===== src/rtl/gpio_port_pkg.sv =====
package gpio_port_pkg;

   // byte offsets of the stored registers
   localparam int OFS_MODE  = 'h00;
   localparam int OFS_OTYPE = 'h04;
   localparam int OFS_SPEED = 'h08;
   localparam int OFS_PULL  = 'h0C;
   localparam int OFS_IDATA = 'h10;
   localparam int OFS_ODATA = 'h14;
   localparam int OFS_SETCL = 'h18;
   localparam int OFS_AFLO  = 'h20;
   localparam int OFS_AFHI  = 'h24;

   // half-word position of the clear field in the set/clear register
   localparam int CLR_BASE  = 16;

   typedef enum logic [1:0] {
      PM_INPUT  = 2'd0,
      PM_OUTPUT = 2'd1,
      PM_ALTFN  = 2'd2,
      PM_ANALOG = 2'd3
   } pin_mode_e;

endpackage


===== src/rtl/gpio_in_sync.sv =====
module gpio_in_sync #(
   parameter int WIDTH  = 16,
   parameter int STAGES = 2
) (
   input  logic             clk,
   input  logic             rst_n,
   input  logic [WIDTH-1:0] async_in,
   output logic [WIDTH-1:0] sync_out
);

   generate
      if (STAGES < 1) begin : g_bad_stages
         $error("gpio_in_sync: STAGES must be at least 1");
      end
   endgenerate

   logic [WIDTH-1:0] stage_q [STAGES];

   always_ff @(posedge clk or negedge rst_n) begin
      if (!rst_n) begin
         for (int k = 0; k < STAGES; k++) stage_q[k] <= '0;
      end else begin
         stage_q[0] <= async_in;
         for (int k = 1; k < STAGES; k++) stage_q[k] <= stage_q[k-1];
      end
   end

   assign sync_out = stage_q[STAGES-1];

endmodule


===== src/rtl/gpio_odr_update.sv =====
module gpio_odr_update #(
   parameter int WIDTH = 16
) (
   input  logic [WIDTH-1:0] cur,
   input  logic             load_en,
   input  logic [WIDTH-1:0] load_val,
   input  logic             setcl_en,
   input  logic [WIDTH-1:0] set_bits,
   input  logic [WIDTH-1:0] clr_bits,
   output logic [WIDTH-1:0] nxt
);

   // clear first, then set: a pin with both bits ends high
   always_comb begin
      if (load_en)       nxt = load_val;
      else if (setcl_en) nxt = (cur & ~clr_bits) | set_bits;
      else               nxt = cur;
   end

endmodule


===== src/rtl/gpio_pin_drive.sv =====
module gpio_pin_drive
   import gpio_port_pkg::*;
(
   input  logic [1:0] mode,
   output logic       oe,
   output logic       analog
);

   pin_mode_e m;
   assign m      = pin_mode_e'(mode);
   assign oe     = (m == PM_OUTPUT) || (m == PM_ALTFN);
   assign analog = (m == PM_ANALOG);

endmodule


===== src/rtl/gpio_port_regs.sv =====
module gpio_port_regs
   import gpio_port_pkg::*;
#(
   parameter int NUM_PINS    = 16,
   parameter int ADDR_W      = 6,
   parameter int SYNC_STAGES = 2
) (
   input  logic                  clk,
   input  logic                  rst_n,
   input  logic [ADDR_W-1:0]     bus_addr,
   input  logic                  bus_we,
   input  logic [31:0]           bus_wdata,
   output logic [31:0]           bus_rdata,
   input  logic [NUM_PINS-1:0]   pin_in,
   output logic [NUM_PINS-1:0]   pin_oe,
   output logic [NUM_PINS-1:0]   pin_out,
   output logic [NUM_PINS-1:0]   pin_od,
   output logic [2*NUM_PINS-1:0] pin_pull,
   output logic [2*NUM_PINS-1:0] pin_speed,
   output logic [NUM_PINS-1:0]   pin_analog,
   output logic [4*NUM_PINS-1:0] pin_af
);

   localparam int FW2     = 2 * NUM_PINS;
   localparam int FW4     = 4 * NUM_PINS;
   localparam int WORD_AW = ADDR_W - 2;
   localparam int AF_PER  = 8;

   generate
      if (NUM_PINS < 1 || NUM_PINS > CLR_BASE) begin : g_bad_pins
         $error("gpio_port_regs: NUM_PINS must be 1..16");
      end
      if (ADDR_W < 6) begin : g_bad_addr
         $error("gpio_port_regs: ADDR_W must cover offset 0x24");
      end
   endgenerate

   localparam logic [WORD_AW-1:0] W_MODE  = WORD_AW'(OFS_MODE  / 4);
   localparam logic [WORD_AW-1:0] W_OTYPE = WORD_AW'(OFS_OTYPE / 4);
   localparam logic [WORD_AW-1:0] W_SPEED = WORD_AW'(OFS_SPEED / 4);
   localparam logic [WORD_AW-1:0] W_PULL  = WORD_AW'(OFS_PULL  / 4);
   localparam logic [WORD_AW-1:0] W_IDATA = WORD_AW'(OFS_IDATA / 4);
   localparam logic [WORD_AW-1:0] W_ODATA = WORD_AW'(OFS_ODATA / 4);
   localparam logic [WORD_AW-1:0] W_SETCL = WORD_AW'(OFS_SETCL / 4);
   localparam logic [WORD_AW-1:0] W_AFLO  = WORD_AW'(OFS_AFLO  / 4);
   localparam logic [WORD_AW-1:0] W_AFHI  = WORD_AW'(OFS_AFHI  / 4);

   logic [WORD_AW-1:0] widx;
   logic               unused_addr_lsb;
   assign widx            = bus_addr[ADDR_W-1:2];
   assign unused_addr_lsb = ^bus_addr[1:0];

   logic sel_mode, sel_otype, sel_speed, sel_pull, sel_odata, sel_setcl, sel_aflo, sel_afhi;
   assign sel_mode  = (widx == W_MODE);
   assign sel_otype = (widx == W_OTYPE);
   assign sel_speed = (widx == W_SPEED);
   assign sel_pull  = (widx == W_PULL);
   assign sel_odata = (widx == W_ODATA);
   assign sel_setcl = (widx == W_SETCL);
   assign sel_aflo  = (widx == W_AFLO);
   assign sel_afhi  = (widx == W_AFHI);

   logic [FW2-1:0]      mode_q, speed_q, pull_q;
   logic [NUM_PINS-1:0] otype_q, odata_q, odata_d, idata_s;
   logic [FW4-1:0]      af_q;

   gpio_odr_update #(.WIDTH(NUM_PINS)) u_odr (
      .cur      (odata_q),
      .load_en  (bus_we && sel_odata),
      .load_val (bus_wdata[NUM_PINS-1:0]),
      .setcl_en (bus_we && sel_setcl),
      .set_bits (bus_wdata[NUM_PINS-1:0]),
      .clr_bits (bus_wdata[CLR_BASE +: NUM_PINS]),
      .nxt      (odata_d)
   );

   gpio_in_sync #(.WIDTH(NUM_PINS), .STAGES(SYNC_STAGES)) u_sync (
      .clk      (clk),
      .rst_n    (rst_n),
      .async_in (pin_in),
      .sync_out (idata_s)
   );

   always_ff @(posedge clk or negedge rst_n) begin
      if (!rst_n) begin
         mode_q  <= '0;
         otype_q <= '0;
         speed_q <= '0;
         pull_q  <= '0;
         odata_q <= '0;
         af_q    <= '0;
      end else begin
         odata_q <= odata_d;
         if (bus_we) begin
            if (sel_mode)  mode_q  <= bus_wdata[FW2-1:0];
            if (sel_otype) otype_q <= bus_wdata[NUM_PINS-1:0];
            if (sel_speed) speed_q <= bus_wdata[FW2-1:0];
            if (sel_pull)  pull_q  <= bus_wdata[FW2-1:0];
            for (int n = 0; n < NUM_PINS; n++) begin
               if ((n < AF_PER) ? sel_aflo : sel_afhi)
                  af_q[4*n +: 4] <= bus_wdata[4*(n % AF_PER) +: 4];
            end
         end
      end
   end

   always_comb begin
      bus_rdata = '0;
      case (widx)
         W_MODE:  bus_rdata[FW2-1:0]      = mode_q;
         W_OTYPE: bus_rdata[NUM_PINS-1:0] = otype_q;
         W_SPEED: bus_rdata[FW2-1:0]      = speed_q;
         W_PULL:  bus_rdata[FW2-1:0]      = pull_q;
         W_IDATA: bus_rdata[NUM_PINS-1:0] = idata_s;
         W_ODATA: bus_rdata[NUM_PINS-1:0] = odata_q;
         W_AFLO, W_AFHI: begin
            for (int n = 0; n < NUM_PINS; n++) begin
               if ((n < AF_PER) == (widx == W_AFLO))
                  bus_rdata[4*(n % AF_PER) +: 4] = af_q[4*n +: 4];
            end
         end
         default: bus_rdata = '0;
      endcase
   end

   generate
      for (genvar p = 0; p < NUM_PINS; p++) begin : g_pin
         gpio_pin_drive u_drv (
            .mode   (mode_q[2*p +: 2]),
            .oe     (pin_oe[p]),
            .analog (pin_analog[p])
         );
      end
   endgenerate

   assign pin_out   = odata_q;
   assign pin_od    = otype_q;
   assign pin_pull  = pull_q;
   assign pin_speed = speed_q;
   assign pin_af    = af_q;

   logic wr_unmapped;
   assign wr_unmapped = bus_we && !(sel_mode || sel_otype || sel_speed || sel_pull ||
                                    sel_odata || sel_setcl || sel_aflo || sel_afhi);


   setcl_set_chk: assert property (@(posedge clk) disable iff (!rst_n)
      (bus_we && sel_setcl) |=>
      ((pin_out & $past(bus_wdata[NUM_PINS-1:0])) == $past(bus_wdata[NUM_PINS-1:0])));


   setcl_clr_chk: assert property (@(posedge clk) disable iff (!rst_n)
      (bus_we && sel_setcl) |=>
      ((pin_out & $past(bus_wdata[CLR_BASE +: NUM_PINS]) &
        ~$past(bus_wdata[NUM_PINS-1:0])) == '0));


   odata_hold_chk: assert property (@(posedge clk) disable iff (!rst_n)
      !(bus_we && (sel_odata || sel_setcl)) |=> $stable(pin_out));


   setcl_rd_zero_chk: assert property (@(posedge clk) disable iff (!rst_n)
      sel_setcl |-> (bus_rdata == 32'd0));


   unmapped_wr_chk: assert property (@(posedge clk) disable iff (!rst_n)
      wr_unmapped |=> $stable({pin_oe, pin_out, pin_od, pin_pull, pin_speed, pin_analog, pin_af}));

endmodule


===== config.mk =====
export PLATFORM = sky130hd
export DESIGN_NAME = gpio_port_regs
export DESIGN_NICKNAME = d
export VERILOG_FILES = /design/src/rtl/gpio_port_pkg.sv /design/src/rtl/gpio_in_sync.sv /design/src/rtl/gpio_odr_update.sv /design/src/rtl/gpio_pin_drive.sv /design/src/rtl/gpio_port_regs.sv
export SDC_FILE = /design/constraint.sdc
export NUM_CORES = 1
export LEC_CHECK = 0
export ABC_AREA = 0
export BUFFER_PORTS_ARGS = -buffer_cell sky130_fd_sc_hd__buf_2
export CAP_MARGIN = 0
export CORE_AREA = 2 2 138 140
export CTS_CLUSTER_DIAMETER = 80
export DETAILED_ROUTE_END_ITERATION = 8
export DIE_AREA = 0 0 140 142
export HOLD_SLACK_MARGIN = 0.1
export PLACE_DENSITY = 0.92
export SLEW_MARGIN = 20
export SYNTH_ARGS = -nofsm -noshare
export SYNTH_HDL_FRONTEND = slang
export SYNTH_SLANG_ARGS = --single-unit

===== constraint.sdc =====
create_clock -name clk -period 3.4 [get_ports clk]
set_input_delay 0.68 -clock clk [delete_from_list [all_inputs] [get_ports clk]]
set_output_delay 0.68 -clock clk [all_outputs]
set_load 0.02 [all_outputs]

==> metrics.log <==
[metrics] maximum number of buffers from clock root to sink: 3
[metrics] slowest cell delay on critical path: 390 ps
[metrics] Arrival @ worst endpoint: around 2400 ps
[metrics] Peak supply drop: ~500 uV
[metrics] Post-Route WL: approximately 29 mm
[metrics] Rows: 50
[metrics] H-tree depth reported by CTS: 1
[metrics] actual transition at the worst max-transition pin: approximately 830 ps
[metrics] floorplan die width: 140 um
[metrics] Register Area: between 0.005 and 0.006 mm2
[metrics] cell at the slowest stage of the critical path: buf_4
[metrics] kind of path behind the tightest hold check: in2async
[metrics] RSZ-0062 raised after global routing: no
[metrics] first-pass GRT wire length: ~45 mm
[metrics] highest attainable clock frequency: 0.327 GHz
[metrics] area taken by multi-input logic gates: between 0.004 and 0.005 mm2
[metrics] final setup skew: around 3.1 ps
[metrics] sink count of the clock tree: about 220
[metrics] Pleak: about 6.2 nW
[metrics] startpoint class of the critical path: primary input
[metrics] Avg WL per Cell: between 20 and 25 um
[metrics] fillers: between 1000 and 1500
[metrics] pin count of the biggest net entering global routing: 83
[metrics] sequence of cells on the critical path: buf_4, buf_12, mux2_2, a222oi_1, nand2_1, buf_2
[metrics] DP Wirelength: 20.4 mm
[metrics] Warnings, synthesis: 0
[metrics] area grow syn2layout: 22.4%
[metrics] failing checks: DRC
[metrics] crit path capture: bus_rdata[13]
[metrics] sequential-to-total area share from yosys stat: 0.547
[metrics] Vias: 7385
[metrics] number of buffers added on ports: ~280
[metrics] via count of the first global-routing pass: between 7000 and 8000
[metrics] Critical R2R Launch: mode_q[17]
[metrics] Starting DRT DRC Count: ~400
[metrics] sum of negative setup slack: 0 ps
[metrics] Pwr Density: between 700 and 800 mW/mm2
[metrics] insertion delay to the later sink of the worst-skew pair: around 500 ps
[metrics] cell count after placement: between 1000 and 1500
[metrics] cell at the root of the clock tree: clkbuf_16
[metrics] worst-case headroom to the max-slew limit: 0.444
[metrics] final-report setup violation count: 0
[metrics] Worst setup startpoint: bus_addr[2]
[metrics] outcome: finished with violations
[metrics] Worst-path clk slew: roughly 60 ps
[metrics] #FFs+latches synth: approximately 220
[metrics] final number of hold-violating endpoints: 0
[metrics] final-stage net count: 1040
[metrics] global route total overflow: 0
[metrics] fraction of final layout cells with drive strength greater than 1: 0.588
[metrics] Reg2Reg Capture Point: mode_q[17]
[metrics] Gates resized, CTS repair: 0
[metrics] TritonCTS clock tree: built
[metrics] most frequent cells in the layout: 276 x buf_2, 224 x dfrtp_1, 198 x mux2_2
[metrics] Final Slew Violations: 0
[metrics] number of unique standard cell types used by synthesis: 34
[metrics] floorplan core area: 0.0185 mm2
[metrics] Worst Reg-to-Reg Cells: 1
[metrics] Synth Cell Area: slightly above 0.01 mm2
[metrics] Critical Setup Path Class: in2out
[metrics] initial cell density of the core: 0.555
[metrics] final period demand of the worst path: just over 3000 ps
[metrics] remaining antenna violation count after routing: 0
[metrics] antenna violations before repair: 0
[metrics] drt pass-1 iters: 9
[metrics] GRT Resource Usage Total: 0.291
[metrics] total CTS buffers: 23
[metrics] Ports: approximately 280
[metrics] buffers inserted by post-CTS timing repair: 0
[metrics] antenna diode count: 0
[metrics] Critical Path Sink Type: output port
[metrics] leading cell type in the layout, fill and taps excluded: buf_2
[metrics] final cell count without fillers: between 1000 and 1500
[metrics] vias per inst: around 6.1
[metrics] critical-path maximum fanout: 29
[metrics] required time of the critical path: around 2700 ps
[metrics] number of buffers inserted by hold repair at cts: 0
[metrics] post-synthesis area per instance: around 14 um2
[metrics] Synth Net Count: between 700 and 800
[metrics] maximum capacitance violations: 0
[metrics] residual DRC count: 22
[metrics] reg2reg setup slack: roughly 2600 ps
[metrics] number of instances in the synthesized netlist: approximately 710
[metrics] crit share post-route: 0.898
[metrics] floorplan die height: ~140 um
[metrics] DIE AREA: a little under 0.02 mm2
[metrics] Final GP Congestion: 0.821
## per-stage QoR
stage               utilization  instance area, um2  setup slack, ps  total power [W]  hold WS, ps
finish                    0.679               12500              346          0.00894          180
global route              0.679               12500              261          0.00933          221
CTS                       0.679               12500              365          0.00898          193
detailed placement        0.638               11800              396          0.00639          335
global placement          0.638               11800              423          0.00628          331
floorplan                     -               10200              620          0.00546          331
## registers in the layout, indices dropped and copies added, names as in the netlist
register / cells
pin_af: 64
mode_q: 32
pin_pull: 32
pin_speed: 32
pin_od: 16
pin_out: 16
u_sync.stage_q: 16
u_sync.sync_out: 16
## cell usage after synthesis
master	n	area, um2
mux2i_1	23	230
and3b_1	1	8.76
clkbuf_1	17	63.8
or3_1	1	6.26
mux2_4	20	300
xor2_1	1	8.76
buf_6	3	33.8
nor2_1	3	11.3
nor3b_1	2	15.0
a222oi_1	14	140
and3_1	3	18.8
ha_1	16	200
a22oi_1	27	203
dfrtp_1	224	5610
nor3b_2	1	12.5
nand3_1	5	25.0
nor4_4	1	21.3
nor2b_1	3	18.8
nand2_2	1	6.26
o21ai_0	12	60.1
nand2b_1	1	6.26
mux4_2	1	22.5
nor3_1	1	5.00
nand2_1	18	67.6
nor4b_1	1	8.76
a22o_1	16	140
o2111ai_1	16	140
buf_4	40	300
o211ai_1	1	7.51
buf_2	20	100
mux2_2	198	2230
buf_1	3	11.3
mux2_1	15	169
o221ai_1	5	43.8
## final cells by class
class	instances	area share
sequential	224	0.447
clock buffer	30	0.0512
multi-input combinational	407	0.332
clock inverter	10	0.0102
tap	234	0.0233
timing repair buffer	311	0.137
## metal layers
| metal | vias up | routed length [um] | share of wire | global-route usage |
|---|---|---|---|---|
| met3 | 74 | 2070 | 0.071 | 0.0565 |
| met2 | 364 | 14200 | 0.49 | 0.491 |
| met1 | 3799 | 11900 | 0.41 | 0.383 |
| met4 | 0 | 921 | 0.032 | 0.0962 |
| met5 | - | 0 | 0 | 0 |
| li1 | 3148 | - | - | - |
## report_power, final
part | total, W | internal (W) | switching, W
Clock | 0.00257 | 0.00155 | 0.00101
Sequential | 0.00371 | 0.00323 | 0.000481
Combinational | 0.00266 | 0.00112 | 0.00154
## critical path: cells and delay by family
family          cells  cell delay, ps
compound gates      1             390
simple gates        1             100
mux                 1             360
buf+inv             3             810
## kinds of logic after synthesis
logic type	share of synthesized area
fa+ha+maj	0.0195
buf+inv	0.0497
compound gates	0.0717
mux	0.288
xor+xnor	0.000855
flops	0.547
simple gates	0.0226
## how the worst min path moves through the flow
stage	slack, ps	cells past startpoint	to
finish	180	1	pin_pull[21]
global route	220	1	pin_pull[21]
CTS	190	1	pin_pull[21]
detailed placement	330	0	u_sync.sync_out[12]
global placement	330	0	u_sync.sync_out[8]
floorplan	330	0	u_sync.sync_out[0]
Note: power is estimated with default switching activity, not from simulation.
